$ cat src/rtl/port_ctl_pkg.sv
package port_ctl_pkg;
    typedef enum logic [1:0] {
        ST_RUN      = 2'd0,
        ST_HALT_REQ = 2'd1,
        ST_IDLE_REQ = 2'd2
    } req_state_t;

    localparam logic SEL_DATA = 1'b0;
    localparam logic SEL_CFG  = 1'b1;
endpackage

$ cat src/rtl/port_ctl_reg.sv
module port_ctl_reg #(
    parameter int W = 8
) (
    input  logic         clk,
    input  logic         rst,
    input  logic         we,
    input  logic [W-1:0] d,
    output logic [W-1:0] q
);
    always_ff @(posedge clk) begin
        if (rst)
            q <= '0;
        else if (we)
            q <= d;
    end


    hold_when_idle_chk: assert property (@(posedge clk) disable iff (rst)
        !we |=> $stable(q));
endmodule

$ cat src/rtl/port_ctl_req_fsm.sv
module port_ctl_req_fsm
    import port_ctl_pkg::*;
(
    input  logic clk,
    input  logic rst,
    input  logic trig_halt,
    input  logic trig_idle,
    output logic halt_req,
    output logic idle_req
);
    req_state_t state_q, state_d;

    always_comb begin
        if (trig_halt)
            state_d = ST_HALT_REQ;
        else if (trig_idle)
            state_d = ST_IDLE_REQ;
        else
            state_d = ST_RUN;
    end

    always_ff @(posedge clk) begin
        if (rst)
            state_q <= ST_RUN;
        else
            state_q <= state_d;
    end

    always_comb begin
        halt_req = 1'b0;
        idle_req = 1'b0;
        unique case (state_q)
            ST_RUN:      ;
            ST_HALT_REQ: halt_req = 1'b1;
            ST_IDLE_REQ: idle_req = 1'b1;
            default:     ;
        endcase
    end


    halt_cause_chk: assert property (@(posedge clk) disable iff (rst)
        halt_req |-> $past(trig_halt));


    idle_cause_chk: assert property (@(posedge clk) disable iff (rst)
        idle_req |-> ($past(trig_idle) && !$past(trig_halt)));


    req_exclusive_chk: assert property (@(posedge clk) disable iff (rst)
        $onehot0({halt_req, idle_req}));
endmodule

$ cat src/rtl/port_ctl_regs.sv
module port_ctl_regs
    import port_ctl_pkg::*;
#(
    parameter int PORT_W = 8
) (
    input  logic              clk,
    input  logic              rst,
    input  logic              bus_wr,
    input  logic              bus_sel,
    input  logic [PORT_W-1:0] bus_wdata,
    output logic [PORT_W-1:0] bus_rdata,
    input  logic              rc_mode,
    output logic [PORT_W-3:0] pin_out,
    output logic [PORT_W-3:0] pin_dir,
    output logic              halt_req,
    output logic              idle_req,
    output logic              sk_alt_phase,
    output logic              clk_dly_en
);
    localparam int PIN_W   = PORT_W - 2;
    localparam int TOP_BIT = PORT_W - 1;
    localparam int SUB_BIT = PORT_W - 2;

    logic              data_we, cfg_we;
    logic [PIN_W-1:0]  data_q;
    logic [PORT_W-1:0] cfg_q;

    assign data_we = bus_wr && (bus_sel == SEL_DATA);
    assign cfg_we  = bus_wr && (bus_sel == SEL_CFG);

    port_ctl_reg #(.W(PIN_W)) u_data (
        .clk (clk),
        .rst (rst),
        .we  (data_we),
        .d   (bus_wdata[PIN_W-1:0]),
        .q   (data_q)
    );

    port_ctl_reg #(.W(PORT_W)) u_cfg (
        .clk (clk),
        .rst (rst),
        .we  (cfg_we),
        .d   (bus_wdata),
        .q   (cfg_q)
    );

    port_ctl_req_fsm u_fsm (
        .clk       (clk),
        .rst       (rst),
        .trig_halt (data_we && bus_wdata[TOP_BIT]),
        .trig_idle (data_we && bus_wdata[SUB_BIT]),
        .halt_req  (halt_req),
        .idle_req  (idle_req)
    );

    assign pin_out      = data_q;
    assign pin_dir      = cfg_q[PIN_W-1:0];
    assign sk_alt_phase = cfg_q[SUB_BIT];
    assign clk_dly_en   = cfg_q[TOP_BIT] && rc_mode;

    always_comb begin
        if (bus_sel == SEL_CFG)
            bus_rdata = cfg_q;
        else
            bus_rdata = {2'b00, data_q};
    end


    dly_gate_chk: assert property (@(posedge clk) disable iff (rst)
        clk_dly_en |-> rc_mode);


    cfg_write_quiet_chk: assert property (@(posedge clk) disable iff (rst)
        cfg_we |=> (!halt_req && !idle_req && $stable(pin_out)));


    data_write_keeps_dir_chk: assert property (@(posedge clk) disable iff (rst)
        data_we |=> ($stable(pin_dir) && $stable(sk_alt_phase)));
endmodule

$ cat config.mk
export PLATFORM = sky130hd
export DESIGN_NAME = port_ctl_regs
export DESIGN_NICKNAME = d
export VERILOG_FILES = /design/src/rtl/port_ctl_pkg.sv /design/src/rtl/port_ctl_reg.sv /design/src/rtl/port_ctl_req_fsm.sv /design/src/rtl/port_ctl_regs.sv
export SDC_FILE = /design/constraint.sdc
export NUM_CORES = 1
export LEC_CHECK = 0
export BUFFER_PORTS_ARGS = -buffer_cell sky130_fd_sc_hd__buf_2
export CAP_MARGIN = 10
export CORE_MARGIN = 2
export CORE_UTILIZATION = 40
export DETAILED_ROUTE_END_ITERATION = 10
export PLACE_DENSITY = 0.69
export RECOVER_POWER = 25
export SETUP_SLACK_MARGIN = 0.15
export SLEW_MARGIN = 5
export SYNTH_ARGS = -nofsm -noshare
export SYNTH_HDL_FRONTEND = slang
export SYNTH_SLANG_ARGS = --single-unit
$ cat constraint.sdc
create_clock -name clk -period 0.8 [get_ports clk]
set_input_delay 0.08 -clock clk [delete_from_list [all_inputs] [get_ports clk]]
set_output_delay 0.08 -clock clk [all_outputs]
set_load 0.05 [all_outputs]
Yosys cells after proc, flatten, opt, wreduce, memory -nomap -nowiden
Cells that the tools add are included.
{"block": "totals", "out_inout_bits": 24, "word_cells": 18, "reg_bits": 16, "input_bits": 13}
{"block": "classes", "muxes": 5, "n_reduce_logical": 6, "bitwise_logic": 1, "eq_ne": 2}
{"cell": "$mux W8", "count": 1}
{"cell": "$logic_and A1 B1 Y1", "count": 5}
{"cell": "$mux W1", "count": 3}
{"cell": "$eq A2 B1 Y1 const B", "count": 1}
{"cell": "$eq A2 B2 Y1 const B", "count": 1}
{"cell": "$mux W2", "count": 1}
{"cell": "$reduce_or A2 Y1", "count": 1}
{"cell": "$not A1 Y1", "count": 1}

Longest topological paths before layout
Gate-level depths: netlist (run 1).
{"block": "depth", "depth_word": 5, "ltp_mapped": 3, "depth_no_buf": 2}

By module
A second synthesis (run 1) with hierarchy kept.
{"block": "hier_totals", "hier_cells": 65, "hier_area_um2": 724.4}
{"mod": "port_ctl_reg at u_cfg", "instances": 1, "cells_each": 26, "seq_area_each_um2": 160.2, "area_each_um2": 285.3}
{"mod": "port_ctl_reg at u_data", "instances": 1, "cells_each": 19, "seq_area_each_um2": 120.1, "area_each_um2": 214.0}
{"mod": "port_ctl_regs", "instances": 1, "cells_each": 14, "seq_area_each_um2": 0.0, "area_each_um2": 151.4}
{"mod": "port_ctl_req_fsm", "instances": 1, "cells_each": 6, "seq_area_each_um2": 40.0, "area_each_um2": 73.8}

Least setup slack after synthesis (run 1)
No wires, ideal clock.
{"block": "synth_timing", "kind": "register -> output", "start": "register u_cfg.q[6]", "end": "output port bus_rdata[6]", "required_time_ns": 0.720, "n_path_buf": 0, "path_stages_with_launch": 2, "path_slack_ns": -0.408, "t_arrival_ns": 1.128, "path_cell_list": "dfxtp_1 > and2_1"}
{"block": "synth_between", "elab_chain_cells": 1}
{"item": "start: declaration", "line": "port_ctl_reg.sv:8", "text": "output logic [W-1:0] q"}
{"item": "start signal: assignment", "line": "port_ctl_reg.sv:12", "text": "q <= '0;"}
{"item": "start signal: assignment", "line": "port_ctl_reg.sv:14", "text": "q <= d;"}
{"item": "$mux W8", "line": "port_ctl_regs.sv:62", "text": "if (bus_sel == SEL_CFG)"}
{"item": "end: declaration", "line": "port_ctl_regs.sv:11", "text": "output logic [PORT_W-1:0] bus_rdata,"}
Every way passes these cells.

Worst setup path in the final report (run 1)
{"block": "layout_timing", "start": "register u_data.q[0]", "end": "output port bus_rdata[0]"}
{"block": "layout_between", "elab_chain_cells": 1}
{"item": "start: declaration", "line": "port_ctl_reg.sv:8"}
{"item": "start signal: assignment", "line": "port_ctl_reg.sv:12"}
{"item": "start signal: assignment", "line": "port_ctl_reg.sv:14"}
{"item": "$mux W8", "line": "port_ctl_regs.sv:62"}
Every way passes these cells.

==> run_results.csv, run 1 <==
group,metric,value,unit
status,run_status,"finished with violations",
status,failed_checks,"negative hold slack, negative setup slack",
placement,placement.setup.worst_slack,-0.188,ns
synthesis,synth.area.top_cells,"sky130_fd_sc_hd__dfxtp_1 39%, sky130_fd_sc_hd__mux2i_1 17%, sky130_fd_sc_hd__nand2b_1 17%",
power,post-layout-total-power,2.00,mW
clock_tree,clock_insertion_delay_worst_skew,0.28,ns
power,ir_drop,1.41,mV
floorplan,initial_utilization,0.422,
critical_path,timing.critical_path.from_type,"flop",
layout,diodes,0,
clock_tree,clkTransAtPathRegs,0.09,ns
critical_path,critical_path.cell_chain,"mux2_4 -> buf_6",
flow_run,max_cap_violations,0,
sta,timing.final.setup_violations,25,
layout,drive_gt1_frac,0.711,
synthesis,ys_types,14,
layout,synthToLayoutAreaGrowth,81.7,%
critical_path,reg2reg_from,"u_data.q[4]$_SDFFE_PP0N_",
critical_path,timing.critical_path.fanout_max,2,
synthesis,number_of_synthesis_warnings,0,
synthesis,synth.yosys.seq_area_share,0.387,
sta,finalSetupTns,-5.34,ns
critical_path,cp.arrival,1.07,ns
synthesis,netlist_instances,80,
critical_path,worstSetupStartpoint,"u_data.q[0]$_SDFFE_PP0N_",
critical_path,worst_setup_path_category,"flop to output port",
power,cellLeakagePower,0.708,nW
placement,input_output_buffers,36,
layout,combined_area_of_the_multi_input_logic_cells,493,sq um
sta,period_share,1.44,
min_path,min-delay-path-class,"primary input to flop",
routing,average_wire_per_cell_in_the_routed_design,14.2,um
routing,vias_per_cell,4.66,
critical_path,worst_ep_required_time,0.72,ns
critical_path,setup.worst_path.end_class,"output port",
sta,rsz0062_at_grt,"yes",
synthesis,post-synth-top-area-cell,"sky130_fd_sc_hd__dfxtp_1",
sta,slew_hr,0.787,
routing,detail_route.first_pass.iterations,4,
synthesis,syn-num-nets,93,
clock_tree,clock_path_buffers,2,
floorplan,core_area,1960,sq um
routing,dr.first_iter.drc_count,2,
sta,finalMaxSlewViolations,0,
min_path,holdCritStartpoint,"bus_wdata[7]",
global_routing,grt_antenna_before_repair,0,
floorplan,chip_width,49.5,um
sta,fmaxAchievable,0.866,GHz
routing,drc_errors,0,
global_routing,first_global_vias,654,
sta,final_hold_viol_count,1,
synthesis,yosys_register_bits,16,
floorplan,i_o_pin_count,37,
global_routing,first_pass_grt_wire_length,3030,um
critical_path,max_stage_delay,0.35,ns
routing,vias,723,
critical_path,regToRegSetupSlack,0,ns
global_routing,globalRouteTotalUtil,0.165,
clock_tree,tritoncts,"yes",
layout,total_area_of_sequential_cells,357,sq um
layout,final_core_util,0.766,
clock_tree,tritoncts_buffer_count,3,
floorplan,placementRows,16,
layout,number_of_filler_instances_in_the_final_layout,120,
placement,dp_hpwl,1160,um
floorplan,die_area,2450,sq um
sta,hold_ws,-0.0188,ns
global_routing,global_route.overflow_total,0,
global_routing,grt_max_degree,23,
layout,final_nets,142,
synthesis,synthesized_area_per_cell,10.3,sq um
floorplan,fp.dieH,49.5,um
critical_path,critical_path.slowest_cell,"sky130_fd_sc_hd__dfxtp_4",
placement,globalplace.congestion,0.706,
synthesis,top_area_cell_type_share_of_the_netlist_area,0.387,
clock_tree,cts.root.buffer_cell,"sky130_fd_sc_hd__clkbuf_4",
sta,layout_setup_ws,-0.355,ns
clock_tree,clock-sinks,16,
routing,antenna_left,0,
routing,wirelength_routed,2210,um
clock_tree,h-tree-depth,1,
critical_path,path_delay_family,"flip-flops",
synthesis,synthesis.area,827,sq um
critical_path,cp.buffers_inverters,1,
sta,worst_clock_skew,0,ns
sta,timing_worst_slew_pin_value,0.319,ns
sta,post-route-min-period,1.15,ns
power,power_density,1330,nW/um^2
[synth_stat cells (all sizes together)]
cell,instances
nor2b,2
and2b,1
clkbuf,2
dfxtp,16
mux2,6
nor3,1
nand2,1
nand2b,23
mux2i,14
nor2,1
buf,9
and2,4
[placed cells by master (no fill, tap or decap)]
| master | n |
|---|---|
| sky130_fd_sc_hd__nand2_2 | 1 |
| sky130_fd_sc_hd__nor3_2 | 1 |
| sky130_fd_sc_hd__mux2_4 | 6 |
| sky130_fd_sc_hd__nand2b_4 | 4 |
| sky130_fd_sc_hd__and2_1 | 1 |
| sky130_fd_sc_hd__dfxtp_2 | 8 |
| sky130_fd_sc_hd__buf_4 | 2 |
| sky130_fd_sc_hd__clkbuf_1 | 1 |
| sky130_fd_sc_hd__dfxtp_1 | 1 |
| sky130_fd_sc_hd__nor2b_4 | 2 |
| sky130_fd_sc_hd__and2_4 | 3 |
| sky130_fd_sc_hd__nor2_1 | 1 |
| sky130_fd_sc_hd__and2b_2 | 1 |
| sky130_fd_sc_hd__clkbuf_4 | 3 |
| sky130_fd_sc_hd__nand2b_1 | 19 |
| sky130_fd_sc_hd__dfxtp_4 | 7 |
| sky130_fd_sc_hd__mux2i_1 | 14 |
| sky130_fd_sc_hd__buf_6 | 26 |
| sky130_fd_sc_hd__buf_8 | 15 |
| sky130_fd_sc_hd__buf_2 | 12 |
[layout make-up]
class	count	area share
Timing Repair Buffer	55	0.395
Multi-Input combinational cell	53	0.328
Sequential cell	16	0.237
Tap cell	27	0.0225
Clock buffer	4	0.0175
[through the flow]
| stage | hold slack [ns] | cell area [sq um] | instances |
|---|---|---|---|
| finish | -0.0188 | 1500 | 155 |
| global route | -0.0282 | 1500 | 155 |
| CTS | -0.0384 | 1390 | 149 |
| detailed placement | 0.269 | 1110 | 143 |
| global placement | 0.266 | 1110 | 143 |
| floorplan | 0.142 | 901 | 80 |
[kinds of logic (layout without fill, tap and decap cells)]
group / Yosys count / in the layout / synth area share
AND/OR/NAND/NOR: 33 / 33 / 0.262
multiplexers: 20 / 20 / 0.251
flip-flops: 16 / 16 / 0.387
buffers and inverters: 11 / 59 / 0.0998
[power breakdown]
group	switching, mW	leakage [nW]	internal, mW
Clock	0.241	0.0150	0.193
Combinational	0.366	0.554	0.340
Sequential	0.0315	0.139	0.827
Total	0.638	0.708	1.36
[worst register-to-register path, cell delays in order, from the launching register on]
cell	delay, ns
sky130_fd_sc_hd__dfxtp_4	0.36
sky130_fd_sc_hd__buf_6	0.10
sky130_fd_sc_hd__buf_6	0.09
sky130_fd_sc_hd__nand2b_4	0.04
sky130_fd_sc_hd__mux2i_1	0.14
[path summary, 6_finish.rpt]
check                                endpoint  depth (start not counted)
setup reg to reg     u_data.q[4]$_SDFFE_PP0N_                          4
hold / removal    u_fsm.state_q[1]$_SDFF_PP0_                          2
setup / recovery                 bus_rdata[0]                          2
hold reg to reg       u_cfg.q[6]$_SDFFE_PP0P_                          2
[flip-flops by register name, summed over array words and instances (netlist names)]
register,count
u_data.q,6
u_fsm.state_q,2
u_cfg.q,8
[what timing repair did]
action,CTS,global route
endpoints found under the hold margin,1,1
pin swaps,0,1
gates resized for setup,74,18
buffers inserted,2,6
setup endpoints to repair,34,38
[per-layer routing]
layer	vias up	wire length [um]	GRT usage
met4	0	12	0.0556
met5	-	0	0
met1	347	951	0.208
li1	351	-	-
met3	2	109	0.0576
met2	23	1130	0.264
No activity file was read; power rests on OpenSTA's default activity.
==> run 2, diff against run 1 <==
--- a/config.mk
+++ b/config.mk
@@ -7,12 +7,14 @@
 export LEC_CHECK = 0
 export BUFFER_PORTS_ARGS = -buffer_cell sky130_fd_sc_hd__buf_2
 export CAP_MARGIN = 10
+export CORE_ASPECT_RATIO = 1.5
 export CORE_MARGIN = 2
 export CORE_UTILIZATION = 40
 export DETAILED_ROUTE_END_ITERATION = 10
 export PLACE_DENSITY = 0.69
 export RECOVER_POWER = 25
 export SETUP_SLACK_MARGIN = 0.15
+export SKIP_LAST_GASP = 1
 export SLEW_MARGIN = 5
 export SYNTH_ARGS = -nofsm -noshare
 export SYNTH_HDL_FRONTEND = slang
==> run 2 against run 1 <==
Effect of this change: the flow still finishes with violations (negative hold slack, negative setup slack); worst hold slack lost 0.023 ns; power grew 2.8%; routed wire length shrank 7.4%; highest routed layer unchanged.
==> run_results.csv, run 2 (synthesis gave the netlist of run 1 again) <==
group,metric,value,unit
status,run_status,"finished with violations",
status,failed_checks,"negative hold slack, negative setup slack",
power,ir_drop,1.28,mV
layout,diodes,0,
power,cellLeakagePower,0.748,nW
floorplan,fp.dieH,59.7,um
global_routing,first_global_vias,718,
min_path,min_delay_worst_endpoint,"u_fsm.state_q[1]$_SDFF_PP0_",
min_path,holdCritStartpoint,"bus_wdata[7]",
clock_tree,tritoncts,"yes",
critical_path,worst_ep_required_time,0.72,ns
sta,layout_setup_ws,-0.359,ns
layout,final_core_util,0.787,
placement,input_output_buffers,36,
routing,antenna_left,0,
global_routing,grt_max_degree,23,
routing,wirelength_routed,2040,um
floorplan,core_area,2000,sq um
routing,drc_errors,0,
placement,globalplace.congestion,0.648,
power,post-layout-total-power,2.05,mW
sta,slew_hr,0.782,
critical_path,regToRegSetupSlack,-0.10,ns
layout,largestRegisters,"u_cfg.q: 8 flops, u_data.q: 6 flops, u_fsm.state_q: 2 flops",
routing,detail_route.first_pass.iterations,2,
global_routing,first_pass_grt_wire_length,3140,um
sta,final_hold_viol_count,1,
sta,timing.final.setup_violations,28,
power,power_density,1300,nW/um^2
critical_path,timing.rr.end,"u_data.q[0]$_SDFFE_PP0N_",
layout,layout.cells.most_common_list,"23 x sky130_fd_sc_hd__buf_8, 21 x sky130_fd_sc_hd__buf_6, 16 x sky130_fd_sc_hd__nand2b_1, 14 x sky130_fd_sc_hd__mux2i_1, 12 x sky130_fd_sc_hd__buf_2",
routing,vias_per_cell,4.64,
sta,finalSetupTns,-6.01,ns
placement,place_area,1110,sq um
layout,synthToLayoutAreaGrowth,90.5,%
floorplan,die_area,2450,sq um
critical_path,setup.worst_path.end_class,"output port",
floorplan,chip_width,41.1,um
layout,layout.cells.most_common,"sky130_fd_sc_hd__buf_8",
clock_tree,clock_insertion_delay_worst_skew,0.28,ns
clock_tree,tritoncts_buffer_count,3,
sta,rsz0062_at_grt,"yes",
routing,average_wire_per_cell_in_the_routed_design,13.4,um
critical_path,timing.critical_path.fanout_max,2,
critical_path,timing.reg2reg.worst_path_depth,5,
min_path,min-delay-path-class,"primary input to flop",
layout,drive_gt1_frac,0.738,
flow_run,max_cap_violations,0,
global_routing,globalRouteTotalUtil,0.188,
min_path,min_path_cells,2,
sta,worst_clock_skew,0,ns
critical_path,reg2reg_from,"u_data.q[0]$_SDFFE_PP0N_",
routing,vias,705,
layout,largest_register_ffs,8,
floorplan,initial_utilization,0.413,
floorplan,i_o_pin_count,37,
sta,period_share,1.45,
clock_tree,clock-sinks,16,
clock_tree,cts.root.buffer_cell,"sky130_fd_sc_hd__clkbuf_4",
sta,post-route-min-period,1.16,ns
sta,finalMaxSlewViolations,0,
critical_path,worst_setup_path_category,"flop to output port",
clock_tree,h-tree-depth,1,
layout,number_of_filler_instances_in_the_final_layout,128,
sta,hold_ws,-0.0422,ns
clock_tree,clock_path_buffers,2,
layout,fin_area,1580,sq um
global_routing,global_route.overflow_total,0,
placement,dp_hpwl,1290,um
sta,fmaxAchievable,0.863,GHz
clock_tree,clkTransAtPathRegs,0.10,ns
routing,dr.first_iter.drc_count,23,
critical_path,cp.arrival,1.08,ns
floorplan,placementRows,20,
global_routing,grt_antenna_before_repair,0,
layout,registers.top_by_ff_count,"u_cfg.q",
critical_path,timing.critical_path.from_type,"flop",
sta,timing_worst_slew_pin_value,0.327,ns
layout,final_nets,144,
## run 2: cell types whose count changed in the layout (fill, tap and decap cells not counted), moves of 3 or more
cell and delta:
sky130_fd_sc_hd__buf_6 -5, sky130_fd_sc_hd__buf_8 +8, sky130_fd_sc_hd__nand2b_1 -3, sky130_fd_sc_hd__nand2b_4 +3
## run 2: what timing repair did
item / in CTS / in global routing
resized for setup: 84 / 21
gates cloned: 0 / 0
endpoints found under the setup margin: 35 / 38
setup buffers: 4 / 6
hold endpoints to repair: 1 / 1
## run 2: cell type report
cell class                 count  area, sq um  area share
clock buffer                   4         26.3      0.0167
multi-input combinational     53          514       0.326
sequential                    16          358       0.227
tap                           22         27.5      0.0175
timing repair buffer          57          649       0.412
## run 2: how the worst max path moves through the flow
stage / from / to / slack [ns] / depth (start not counted)
after CTS: u_data.q[4]$_SDFFE_PP0N_ / bus_rdata[4] / -0.35 / 2
after floorplan: u_data.q[0]$_SDFFE_PP0N_ / bus_rdata[0] / -0.03 / 1
final: u_data.q[4]$_SDFFE_PP0N_ / bus_rdata[4] / -0.36 / 2
after detailed placement: bus_sel / bus_rdata[3] / -0.20 / 3
after global routing: u_data.q[4]$_SDFFE_PP0N_ / bus_rdata[4] / -0.38 / 2
after global placement: bus_sel / bus_rdata[3] / -0.19 / 3
## run 2: where the power goes
part / switching (mW) / internal, mW
Sequential: 0.0289 / 0.828
Clock: 0.261 / 0.194
Combinational: 0.371 / 0.372
Total: 0.660 / 1.39
## run 2: metal layers
layer | wire, um | global-route usage
met3 | 88 | 0.0223
met4 | 22 | 0.0691
met5 | 0 | 0
met2 | 1190 | 0.326
met1 | 743 | 0.226
## run 2: stage by stage
step / setup slack, ns / cells / hold slack, ns
after detailed placement: -0.197 / 138 / 0.268
after global placement: -0.188 / 138 / 0.268
after global routing: -0.381 / 152 / -0.0486
after floorplan: -0.0299 / 80 / 0.142
after CTS: -0.355 / 146 / -0.0468
final: -0.359 / 152 / -0.0422
## run 2: critical path, stage by stage (launching register included)
cell                      delay (ns)
sky130_fd_sc_hd__dfxtp_4        0.35
sky130_fd_sc_hd__mux2_4         0.28
sky130_fd_sc_hd__buf_8          0.15
